File: config.mk
export PLATFORM = sky130hd
export DESIGN_NAME = irq_halt_ctrl
export DESIGN_NICKNAME = d
export VERILOG_FILES = /design/src/rtl/irq_ctl_pkg.sv /design/src/rtl/irq_pend_detect.sv /design/src/rtl/irq_ime_unit.sv /design/src/rtl/irq_halt_unit.sv /design/src/rtl/irq_halt_ctrl.sv
export SDC_FILE = /design/constraint.sdc
export NUM_CORES = 1
export LEC_CHECK = 0
export ABC_AREA = 1
export BUFFER_PORTS_ARGS = -buffer_cell sky130_fd_sc_hd__clkbuf_2
export CORE_AREA = 8 8 45 47
export CTS_CLUSTER_SIZE = 25
export DETAILED_ROUTE_END_ITERATION = 10
export DIE_AREA = 0 0 53 55
export GPL_TIMING_DRIVEN = 1
export PLACE_DENSITY = 0.46
export SLEW_MARGIN = 20
export SYNTH_ARGS = -nofsm -noshare
export SYNTH_HDL_FRONTEND = slang
export SYNTH_HIERARCHICAL = 1
export SYNTH_SLANG_ARGS = --single-unit
File: constraint.sdc
create_clock -name clk -period 1.4 [get_ports clk]
set_clock_uncertainty 0.2 [all_clocks]
set_input_delay 0.21 -clock clk [delete_from_list [all_inputs] [get_ports clk]]
set_output_delay 0.21 -clock clk [all_outputs]
set_load 0.01 [all_outputs]
File: src/rtl/irq_ctl_pkg.sv
package irq_ctl_pkg;

   typedef struct packed {
      logic en;
      logic dis;
      logic ret;
      logic halt;
   } irq_ops_t;

   function automatic int unsigned delay_cnt_width(input int unsigned delay);
      return (delay < 2) ? 1 : $clog2(delay + 1);
   endfunction

endpackage

File: src/rtl/irq_pend_detect.sv
module irq_pend_detect #(
   parameter int unsigned FLAG_W = 5
) (
   input  logic [FLAG_W-1:0] mask_i,
   input  logic [FLAG_W-1:0] flag_i,
   output logic              pending_o
);
   logic [FLAG_W-1:0] live;

   for (genvar b = 0; b < FLAG_W; b++) begin : g_bit
      assign live[b] = mask_i[b] & flag_i[b];
   end

   assign pending_o = |live;
endmodule

File: src/rtl/irq_ime_unit.sv
module irq_ime_unit
   import irq_ctl_pkg::*;
#(
   parameter int unsigned ENABLE_DELAY = 1
) (
   input  logic     clk,
   input  logic     rst_n,
   input  logic     done_i,
   input  irq_ops_t ops_i,
   input  logic     take_i,
   output logic     ime_o
);
   localparam int unsigned CNT_W = delay_cnt_width(ENABLE_DELAY);

   logic ime_q, ime_d;
   logic expire;

   if (ENABLE_DELAY == 0) begin : g_nodelay
      assign expire = done_i & ops_i.en;
   end else begin : g_delay
      logic [CNT_W-1:0] cnt_q;

      always_ff @(posedge clk) begin
         if (!rst_n)                    cnt_q <= '0;
         else if (done_i && ops_i.dis)  cnt_q <= '0;
         else if (done_i && ops_i.en)   cnt_q <= CNT_W'(ENABLE_DELAY);
         else if (done_i && cnt_q != 0) cnt_q <= cnt_q - 1'b1;
      end

      assign expire = done_i && (cnt_q == CNT_W'(1));

      // a disable wipes any delayed enable
      a_r4_cancel: assert property (@(posedge clk) disable iff (!rst_n)
         (done_i && ops_i.dis) |=> (cnt_q == 0 && !ime_q));
   end

   always_comb begin
      ime_d = ime_q;
      if (expire || (done_i && ops_i.ret)) ime_d = 1'b1;
      if (done_i && ops_i.dis)             ime_d = 1'b0;
      if (take_i)                          ime_d = 1'b0;
   end

   always_ff @(posedge clk) begin
      if (!rst_n) ime_q <= 1'b0;
      else        ime_q <= ime_d;
   end

   assign ime_o = ime_q;

   // disable takes effect in the next cycle
   a_r2_dis_now: assert property (@(posedge clk) disable iff (!rst_n)
      (done_i && ops_i.dis) |=> !ime_q);
   // return sets the enable without delay
   a_r5_ret_now: assert property (@(posedge clk) disable iff (!rst_n)
      (done_i && ops_i.ret && !take_i) |=> ime_q);
   // servicing clears the enable
   a_r6_take_clr: assert property (@(posedge clk) disable iff (!rst_n)
      take_i |=> !ime_q);
   // without a completion only servicing can move the enable
   a_r10_idle: assert property (@(posedge clk) disable iff (!rst_n)
      (!done_i && !take_i) |=> $stable(ime_q));
endmodule

File: src/rtl/irq_halt_unit.sv
module irq_halt_unit
   import irq_ctl_pkg::*;
(
   input  logic     clk,
   input  logic     rst_n,
   input  logic     done_i,
   input  irq_ops_t ops_i,
   input  logic     ime_i,
   input  logic     pending_i,
   input  logic     take_i,
   output logic     halted_o,
   output logic     pc_hold_o
);
   logic halted_q, halted_d;
   logic hold_q, hold_d;

   always_comb begin
      halted_d = halted_q;
      hold_d   = hold_q;
      if (halted_q && pending_i) halted_d = 1'b0;
      if (done_i)                hold_d   = 1'b0;
      if (done_i && ops_i.halt && !take_i) begin
         if (!ime_i && pending_i) hold_d   = 1'b1;
         else                     halted_d = 1'b1;
      end
   end

   always_ff @(posedge clk) begin
      if (!rst_n) begin
         halted_q <= 1'b0;
         hold_q   <= 1'b0;
      end else begin
         halted_q <= halted_d;
         hold_q   <= hold_d;
      end
   end

   assign halted_o  = halted_q;
   assign pc_hold_o = hold_q;

   // sleep persists while nothing is pending
   a_r7_sleep: assert property (@(posedge clk) disable iff (!rst_n)
      (halted_q && !pending_i) |=> halted_q);
   // any pending interrupt ends the sleep
   a_r8_wake: assert property (@(posedge clk) disable iff (!rst_n)
      (halted_q && pending_i) |=> !halted_q);
   // the repeated-fetch case never sleeps and holds until the next completion
   a_r9_bug_entry: assert property (@(posedge clk) disable iff (!rst_n)
      (done_i && ops_i.halt && !ime_i && pending_i) |=> (pc_hold_o && !halted_q));
   a_r9_hold_keep: assert property (@(posedge clk) disable iff (!rst_n)
      (hold_q && !done_i) |=> hold_q);
   a_r9_exclusive: assert property (@(posedge clk) disable iff (!rst_n)
      !(hold_q && halted_q));
endmodule

File: src/rtl/irq_halt_ctrl.sv
module irq_halt_ctrl
   import irq_ctl_pkg::*;
#(
   parameter int unsigned FLAG_W       = 5,
   parameter int unsigned ENABLE_DELAY = 1
) (
   input  logic              clk,
   input  logic              rst_n,
   input  logic              insn_done,
   input  logic              op_enable,
   input  logic              op_disable,
   input  logic              op_return,
   input  logic              op_halt,
   input  logic [FLAG_W-1:0] irq_enable,
   input  logic [FLAG_W-1:0] irq_flag,
   output logic              ime,
   output logic              halted,
   output logic              take_irq,
   output logic              pc_hold
);
   if (FLAG_W < 1 || FLAG_W > 32) begin : g_bad_width
      $error("irq_halt_ctrl: FLAG_W must be 1..32");
   end
   if (ENABLE_DELAY > 15) begin : g_bad_delay
      $error("irq_halt_ctrl: ENABLE_DELAY must be 0..15");
   end

   irq_ops_t ops;
   logic     done;
   logic     pending;
   logic     ime_w, halted_w;

   assign ops.en   = op_enable;
   assign ops.dis  = op_disable;
   assign ops.ret  = op_return;
   assign ops.halt = op_halt;

   assign done = insn_done & ~halted_w;

   irq_pend_detect #(.FLAG_W(FLAG_W)) u_pend (
      .mask_i    (irq_enable),
      .flag_i    (irq_flag),
      .pending_o (pending)
   );

   assign take_irq = ime_w & pending & ((done & ~op_disable) | halted_w);

   irq_ime_unit #(.ENABLE_DELAY(ENABLE_DELAY)) u_ime (
      .clk    (clk),
      .rst_n  (rst_n),
      .done_i (done),
      .ops_i  (ops),
      .take_i (take_irq),
      .ime_o  (ime_w)
   );

   irq_halt_unit u_halt (
      .clk       (clk),
      .rst_n     (rst_n),
      .done_i    (done),
      .ops_i     (ops),
      .ime_i     (ime_w),
      .pending_i (pending),
      .take_i    (take_irq),
      .halted_o  (halted_w),
      .pc_hold_o (pc_hold)
   );

   assign ime    = ime_w;
   assign halted = halted_w;

   // a service request needs a pending source and no disable at the boundary
   a_r6_req_cause: assert property (@(posedge clk) disable iff (!rst_n)
      take_irq |-> (pending && !(done && op_disable)));
   // masked flags alone never request service
   a_r11_masked: assert property (@(posedge clk) disable iff (!rst_n)
      ((irq_enable & irq_flag) == '0) |-> !take_irq);
   // outputs at rest right after reset
   a_r1_reset: assert property (@(posedge clk)
      !rst_n |=> (!ime && !halted && !pc_hold));
   a_ops_onehot: assert property (@(posedge clk) disable iff (!rst_n)
      insn_done |-> $onehot0({op_enable, op_disable, op_return, op_halt}));
endmodule

==> qor.csv, run 1 <==
stage;metric;value;unit
die;start_util;0.1953;
cts;h_tree_level_count;1;
global_route;first_global_vias;324;
yosys;synthCells;51;
drt;via_per_inst;3.717;
yosys;post-synth-top-count-cell;nand2_1;
finish;utilization;0.3110;
die;design.die.area;0.002915;mm²
power;power_density;802.5;mW/mm²
worst_setup_path;critical_path_peak_fanout;4;
timing;worst-slew-pin-transition;196.5;ps
drt;route.antenna.remaining_nets;0;
yosys;yosys_most_used_dff;dfxtp_1;
timing;finalWorstPathRequiredPeriod;1326;ps
worst_setup_path;critPathCaptureType;primary output;
drt;routed_wire_length_per_instance;8.228;µm
yosys;ys_seq_area_frac;0.2963;
yosys;synth_warnings;6;
drt;drt_drc_violations_left;0;
yosys;synthDominantCellAreaShare;0.3194;
global_route;grt_pass1_wl;1186;µm
cts;clock_buffer_count_from_cts;3;
worst_setup_path;worst-setup-path-type;reg2out;
timing;max_slew_margin;0.8685;
timing;timing.final.hold_violations;0;
power;leakagePower;0.0002782;µW
timing;slew_limit_fails;0;
timing;unrepaired_setup_endpoints_after_global_routing;no;
cts;ctsRootBufferMaster;clkbuf_4;
cts;cts_num_sinks;4;
die;core_region_area;0.001384;mm²
timing;post-route-period-util;0.9469;
timing;setup-tns-final;0;ps
placement;io_buffers;20;
yosys;synth.area.top_cells;nand2_1 32%, dfxtp_1 30%, inv_1 18%;
die;std_cell_rows;14;
worst_setup_path;start_kind;flop;
cts;insertion_delay;230;ps
timing;timing.final.setup_violations;0;
die;ioPinCount;21;
finish;final_cell_area;430.4;µm²
finish;final_layout_size_suffix_gt1_frac;0.3816;
die;chipWidth;53;µm
yosys;post_synth.cell_area_avg;5.299;µm²
worst_setup_path;timing.critical_path.arrival;920;ps
cts;clk_pin_slew_worst_paths;40;ps
yosys;postSynthNetCount;68;
yosys;summed_instance_area_of_the_synthesized_netlist;270.3;µm²
yosys;synth.ff_latch_count;4;
yosys;synth_largest_area_cell;nand2_1;
timing;worst_slack;74.29;ps
drt;dr_total_vias;342;
hold_path;hold_path.class;in2reg;
worst_setup_path;cp_data_required_time;990;ps
drt;wirelength;757;µm
placement;dpl_worst_slack;88.42;ps
run_status;outcome;completed;
cts;cts_tree;yes;
drt;detail_route.first_pass.iterations;4;
cts;cts-root-to-sink-buffers;2;
global_route;grt_overflow_total;0;
yosys;synth_cell_types;8;
finish;num_antenna_cells;0;
run;max_cap_viol_count;0;
drt;drt-initial-drc-count;5;
yosys;synth_enable_flop_cells;0;
global_route;antenna_found_initial;0;
placement;detailed_place_hpwl;662.7;µm
finish;finalNetCount;95;
placement;placed_area;397.9;µm²
timing;max_freq;0.7543;GHz
yosys;synth_async_sr_flop_share;0;
global_route;grt_start_max_net_pins;6;
global_route;grt_util_all_layers;0.05738;
placement;gp_routability_congestion;0.6509;
die;dieHeight;55;µm
yosys;synthTopCellsByCount;23 x nand2_1, 13 x inv_1, 6 x nor2_1;
power;largest_voltage_drop_on_the_vdd_net;0.3026;mV
finish;area_delta_synth_final;59.26;%
[state kept, by name, summed over array words and instances, names as in the netlist]
register             count
u_halt/halted_o          1
u_halt/pc_hold_o         1
u_ime/g_delay.cnt_q      1
u_ime/ime_o              1
[where the power goes]
group | switching (µW) | leakage, µW | internal (µW)
combinational | 39.3 | 0.000231 | 38.7
sequential | 4.42 | 0.0000336 | 122
clock | 45.5 | 0.0000138 | 95.8
total | 89.2 | 0.000278 | 256
[placed cells by master, fill, tap and decap left out, drive strengths merged]
cell,Yosys,layout
nand3,1,1
clkbuf,0,23
buf,0,2
nor2,6,6
inv,13,13
dfxtp,4,4
o21ai,1,1
a21oi,3,3
nand2,23,23
[final timing paths]
path / from / end / slack (ps) / depth (start not counted)
max: u_ime/ime_o$_SDFFE_PP0P_ / take_irq / 70 / 3
min: op_enable / u_ime/g_delay.cnt_q$_SDFFE_PP0P_ / 20 / 3
max reg2reg: u_ime/ime_o$_SDFFE_PP0P_ / u_ime/ime_o$_SDFFE_PP0P_ / 220 / 8
min reg2reg: u_ime/g_delay.cnt_q$_SDFFE_PP0P_ / u_ime/g_delay.cnt_q$_SDFFE_PP0P_ / 250 / 2
[cells by family after synthesis]
family / Yosys count / share of synthesized area
simple gates: 30 / 0.4213
buf+inv: 13 / 0.1806
flops: 4 / 0.2963
compound gates: 4 / 0.1018
[cell type report]
type	count	area (µm²)
Inverter	13	48.80
Sequential cell	4	82.58
Clock buffer	3	22.52
Timing Repair Buffer	22	115.1
Multi-Input combinational cell	34	141.4
Fill cell	157	953.4
Tap cell	16	20.02
[critical path: stages, from the launching register on]
cell      delay [ps]
dfxtp_2          340
nand2_1           60
a21oi_2          130
clkbuf_2         150
[routing by layer]
| layer | wire length [µm] | share of wire | vias up | track usage |
|---|---|---|---|---|
| met5 | 0 | 0 | - | 0 |
| li1 | - | - | 198 | - |
| met2 | 313 | 0.41 | 14 | 0.08789 |
| met4 | 16 | 0.021 | 0 | 0.05172 |
| met1 | 312 | 0.41 | 128 | 0.05319 |
| met3 | 115 | 0.15 | 2 | 0.03476 |
[per-stage QoR]
| step | hold WS, ps | total power (µW) | std cells |
|---|---|---|---|
| after floorplan | 130.4 | 167.4 | 51 |
| after global placement | 254.7 | 205.3 | 88 |
| after detailed placement | 250.5 | 204.7 | 88 |
| after CTS | 9.437 | 354.4 | 92 |
| after global routing | 19.81 | 382.0 | 92 |
| final | 15.92 | 345.4 | 92 |
[repair_timing]
item	4_1_cts	5_1_grt
hold buffers	0	0
gates cloned	0	0
endpoints found under the setup margin	1	1
resized for setup	0	2
pin swaps	1	0
buffers inserted	1	0
Note: power is estimated with default switching activity, not from simulation.
==> inputs of run 2 (changes only) <==
--- a/config.mk
+++ b/config.mk
@@ -7,12 +7,15 @@
 export LEC_CHECK = 0
 export ABC_AREA = 1
 export BUFFER_PORTS_ARGS = -buffer_cell sky130_fd_sc_hd__clkbuf_2
-export CORE_AREA = 8 8 45 47
+export CELL_PAD_IN_SITES_DETAIL_PLACEMENT = 0
+export CELL_PAD_IN_SITES_GLOBAL_PLACEMENT = 2
+export CORE_ASPECT_RATIO = 1.25
+export CORE_MARGIN = 8
+export CORE_UTILIZATION = 15
 export CTS_CLUSTER_SIZE = 25
 export DETAILED_ROUTE_END_ITERATION = 10
-export DIE_AREA = 0 0 53 55
 export GPL_TIMING_DRIVEN = 1
-export PLACE_DENSITY = 0.46
+export PLACE_DENSITY = 0.71
 export SLEW_MARGIN = 20
 export SYNTH_ARGS = -nofsm -noshare
 export SYNTH_HDL_FRONTEND = slang
==> run 2 against run 1 <==
Effect of this change:
- clock-buffer cell count unchanged
- largest cell class unchanged
- sequential power is essentially flat
- register-to-register slack about the same
- cell area up 3.2%
- highest routed layer is now met3
==> qor.csv, run 2 (synthesis results as in run 1) <==
stage;metric;value;unit;change
finish;mostFrequentLayoutCell;nand2_1;;unchanged
timing;timing.final.setup_violations;0;;unchanged
die;core_region_area;0.001723;mm²;was 0.001384 mm²
hold_path;hold_path.class;in2reg;;unchanged
cts;clk_pin_slew_worst_paths;40;ps;about the same
worst_setup_path;worst-setup-path-type;reg2out;;unchanged
cts;ctsRootBufferMaster;clkbuf_4;;unchanged
placement;detailed_place_hpwl;733.5;µm;was 662.7 µm
timing;max_slew_margin;0.8652;;was 0.8685
timing;worst-slew-pin-transition;201.4;ps;was 196.5 ps
global_route;most_utilized_layer_in_the_global_route_result;met2;;unchanged
drt;via_per_inst;3.677;;was 3.717
timing;finalWorstPathRequiredPeriod;1319;ps;was 1326 ps
global_route;grt.met3_usage;0.02817;;was 0.03476
drt;routed_wire_length_per_instance;8.656;µm;was 8.228 µm
cts;cts_num_sinks;4;;unchanged
finish;num-fill-cells;209;;was 157
drt;route.antenna.remaining_nets;0;;unchanged
drt;drt_drc_violations_left;0;;unchanged
die;chipWidth;53.97;µm;was 53 µm
global_route;grt_overflow_total;0;;unchanged
power;leakagePower;0.0002833;µW;was 0.0002782 µW
global_route;first_global_vias;368;;was 324
run_status;outcome;completed;;unchanged
placement;gp_routability_congestion;0.6431;;was 0.6509
drt;detail_route.first_pass.iterations;4;;unchanged
timing;post-route-period-util;0.9420;;was 0.9469
timing;timing.final.hold_violations;0;;unchanged
finish;num_antenna_cells;0;;unchanged
finish;area_delta_synth_final;64.35;%;was 59.26%
die;std_cell_rows;17;;was 14
timing;worst_slack;81.18;ps;was 74.29 ps
timing;max_freq;0.7583;GHz;was 0.7543 GHz
drt;drt-initial-drc-count;8;;was 5
worst_setup_path;rr_worst_depth;6;;was 8
cts;h_tree_level_count;1;;unchanged
worst_setup_path;start_kind;flop;;unchanged
placement;io_buffers;20;;unchanged
timing;setup-tns-final;0;ps;unchanged
timing;unrepaired_setup_endpoints_after_global_routing;no;;unchanged
cts;insertion_delay;230;ps;about the same
run;max_cap_viol_count;0;;unchanged
power;power_density;783.5;mW/mm²;was 802.5 mW/mm²
cts;cts-root-to-sink-buffers;2;;unchanged
die;ioPinCount;21;;unchanged
cts;cts_tree;yes;;unchanged
drt;dr_total_vias;353;;was 342
finish;final_layout_size_suffix_gt1_frac;0.3766;;was 0.3816
worst_setup_path;cp_data_required_time;990;ps;about the same
global_route;met1_track_demand_over_resource_in_global_routing;0.05703;;was 0.05319
finish;finalNetCount;96;;was 95
global_route;grt_pass1_wl;1400;µm;was 1186 µm
placement;dpl_worst_slack;87.20;ps;was 88.42 ps
die;design.die.area;0.003424;mm²;was 0.002915 mm²
global_route;grt_start_max_net_pins;6;;unchanged
cts;clock_buffer_count_from_cts;3;;unchanged
die;dieHeight;63.46;µm;was 55 µm
worst_setup_path;timing.critical_path.arrival;910;ps;was 920 ps
global_route;globalRouteMet2Util;0.07703;;was 0.08789
die;start_util;0.1569;;was 0.1953
global_route;antenna_found_initial;0;;unchanged
worst_setup_path;critPathCaptureType;primary output;;unchanged
hold_path;whs_path_depth;3;;unchanged
power;largest_voltage_drop_on_the_vdd_net;0.3970;mV;was 0.3026 mV
drt;wirelength;831;µm;was 757 µm
global_route;grt_util_all_layers;0.05496;;was 0.05738
finish;most-common-layout-cells;23 x nand2_1, 19 x clkbuf_2, 13 x inv_1, 6 x nor2_1, 3 x clkbuf_4;;was 23 x nand2_1, 20 x clkbuf_2, 13 x inv_1, 6 x nor2_1, 3 x clkbuf_4
timing;slew_limit_fails;0;;unchanged
worst_setup_path;critical_path_peak_fanout;4;;unchanged
## run 2: cell count changes in the layout (fill, tap and decap cells not counted), sizes merged
cell,before,now
buf,2,3
clkbuf,23,22
dlygate4sd3,0,1
## run 2: path summary, 6_finish.rpt
| path | to | startpoint | slack [ps] |
|---|---|---|---|
| worst min-delay path | u_halt/halted_o$_SDFF_PN0_ | rst_n | 30 |
| worst max-delay path | take_irq | u_halt/halted_o$_SDFF_PN0_ | 80 |
| worst min register to register | u_ime/g_delay.cnt_q$_SDFFE_PP0P_ | u_ime/g_delay.cnt_q$_SDFFE_PP0P_ | 260 |
| worst max register to register | u_ime/ime_o$_SDFFE_PP0P_ | u_halt/halted_o$_SDFF_PN0_ | 230 |
## run 2: routing by layer
layer	up-vias	wire [µm]	share of wire
met5	-	0	0
li1	200	-	-
met3	0	181	0.22
met1	135	317	0.38
met2	18	332	0.40
met4	0	0	0
## run 2: worst max-delay path: stages, from the launching register on
cell and delay, ps:
dfxtp_2 340, inv_1 50, a21oi_2 130, buf_2 150
## run 2: layout make-up
type                       count  area [µm²]  area share
clock buffer                   3       22.52     0.05070
inverter                      13       48.80      0.1099
multi-input combinational     34       141.4      0.3183
sequential                     4       82.58      0.1859
tap                           19       23.77     0.05352
timing repair buffer          23       125.1      0.2817
## run 2: power breakdown
part	total (µW)	switching [µW]	internal (µW)	leakage, µW
Clock	140	44.6	95.7	0.0000138
Combinational	80.9	40.3	40.5	0.000236
Sequential	127	5.07	122	0.0000336
Total	348	90.0	258	0.000283
## run 2: per-stage QoR
| stage | hold WS (ps) | power [µW] | std cells | utilization | instance area (µm²) |
|---|---|---|---|---|---|
| after floorplan | 130.4 | 167.4 | 51 | - | 270.3 |
| after global placement | 249.8 | 207.7 | 91 | 0.2331 | 401.6 |
| after detailed placement | 246.4 | 206.9 | 91 | 0.2331 | 401.6 |
| after CTS | 26.39 | 358.3 | 96 | 0.2571 | 442.9 |
| after global routing | 42.83 | 386.1 | 96 | 0.2578 | 444.2 |
| final | 25.66 | 348.0 | 96 | 0.2578 | 444.2 |
## run 2: repair_timing
| item | CTS | global route |
|---|---|---|
| setup buffers | 1 | 0 |
| hold buffers | 1 | 0 |
| resized for setup | 1 | 2 |
| setup endpoints to repair | 1 | 1 |
| hold endpoints to repair | 1 | 0 |
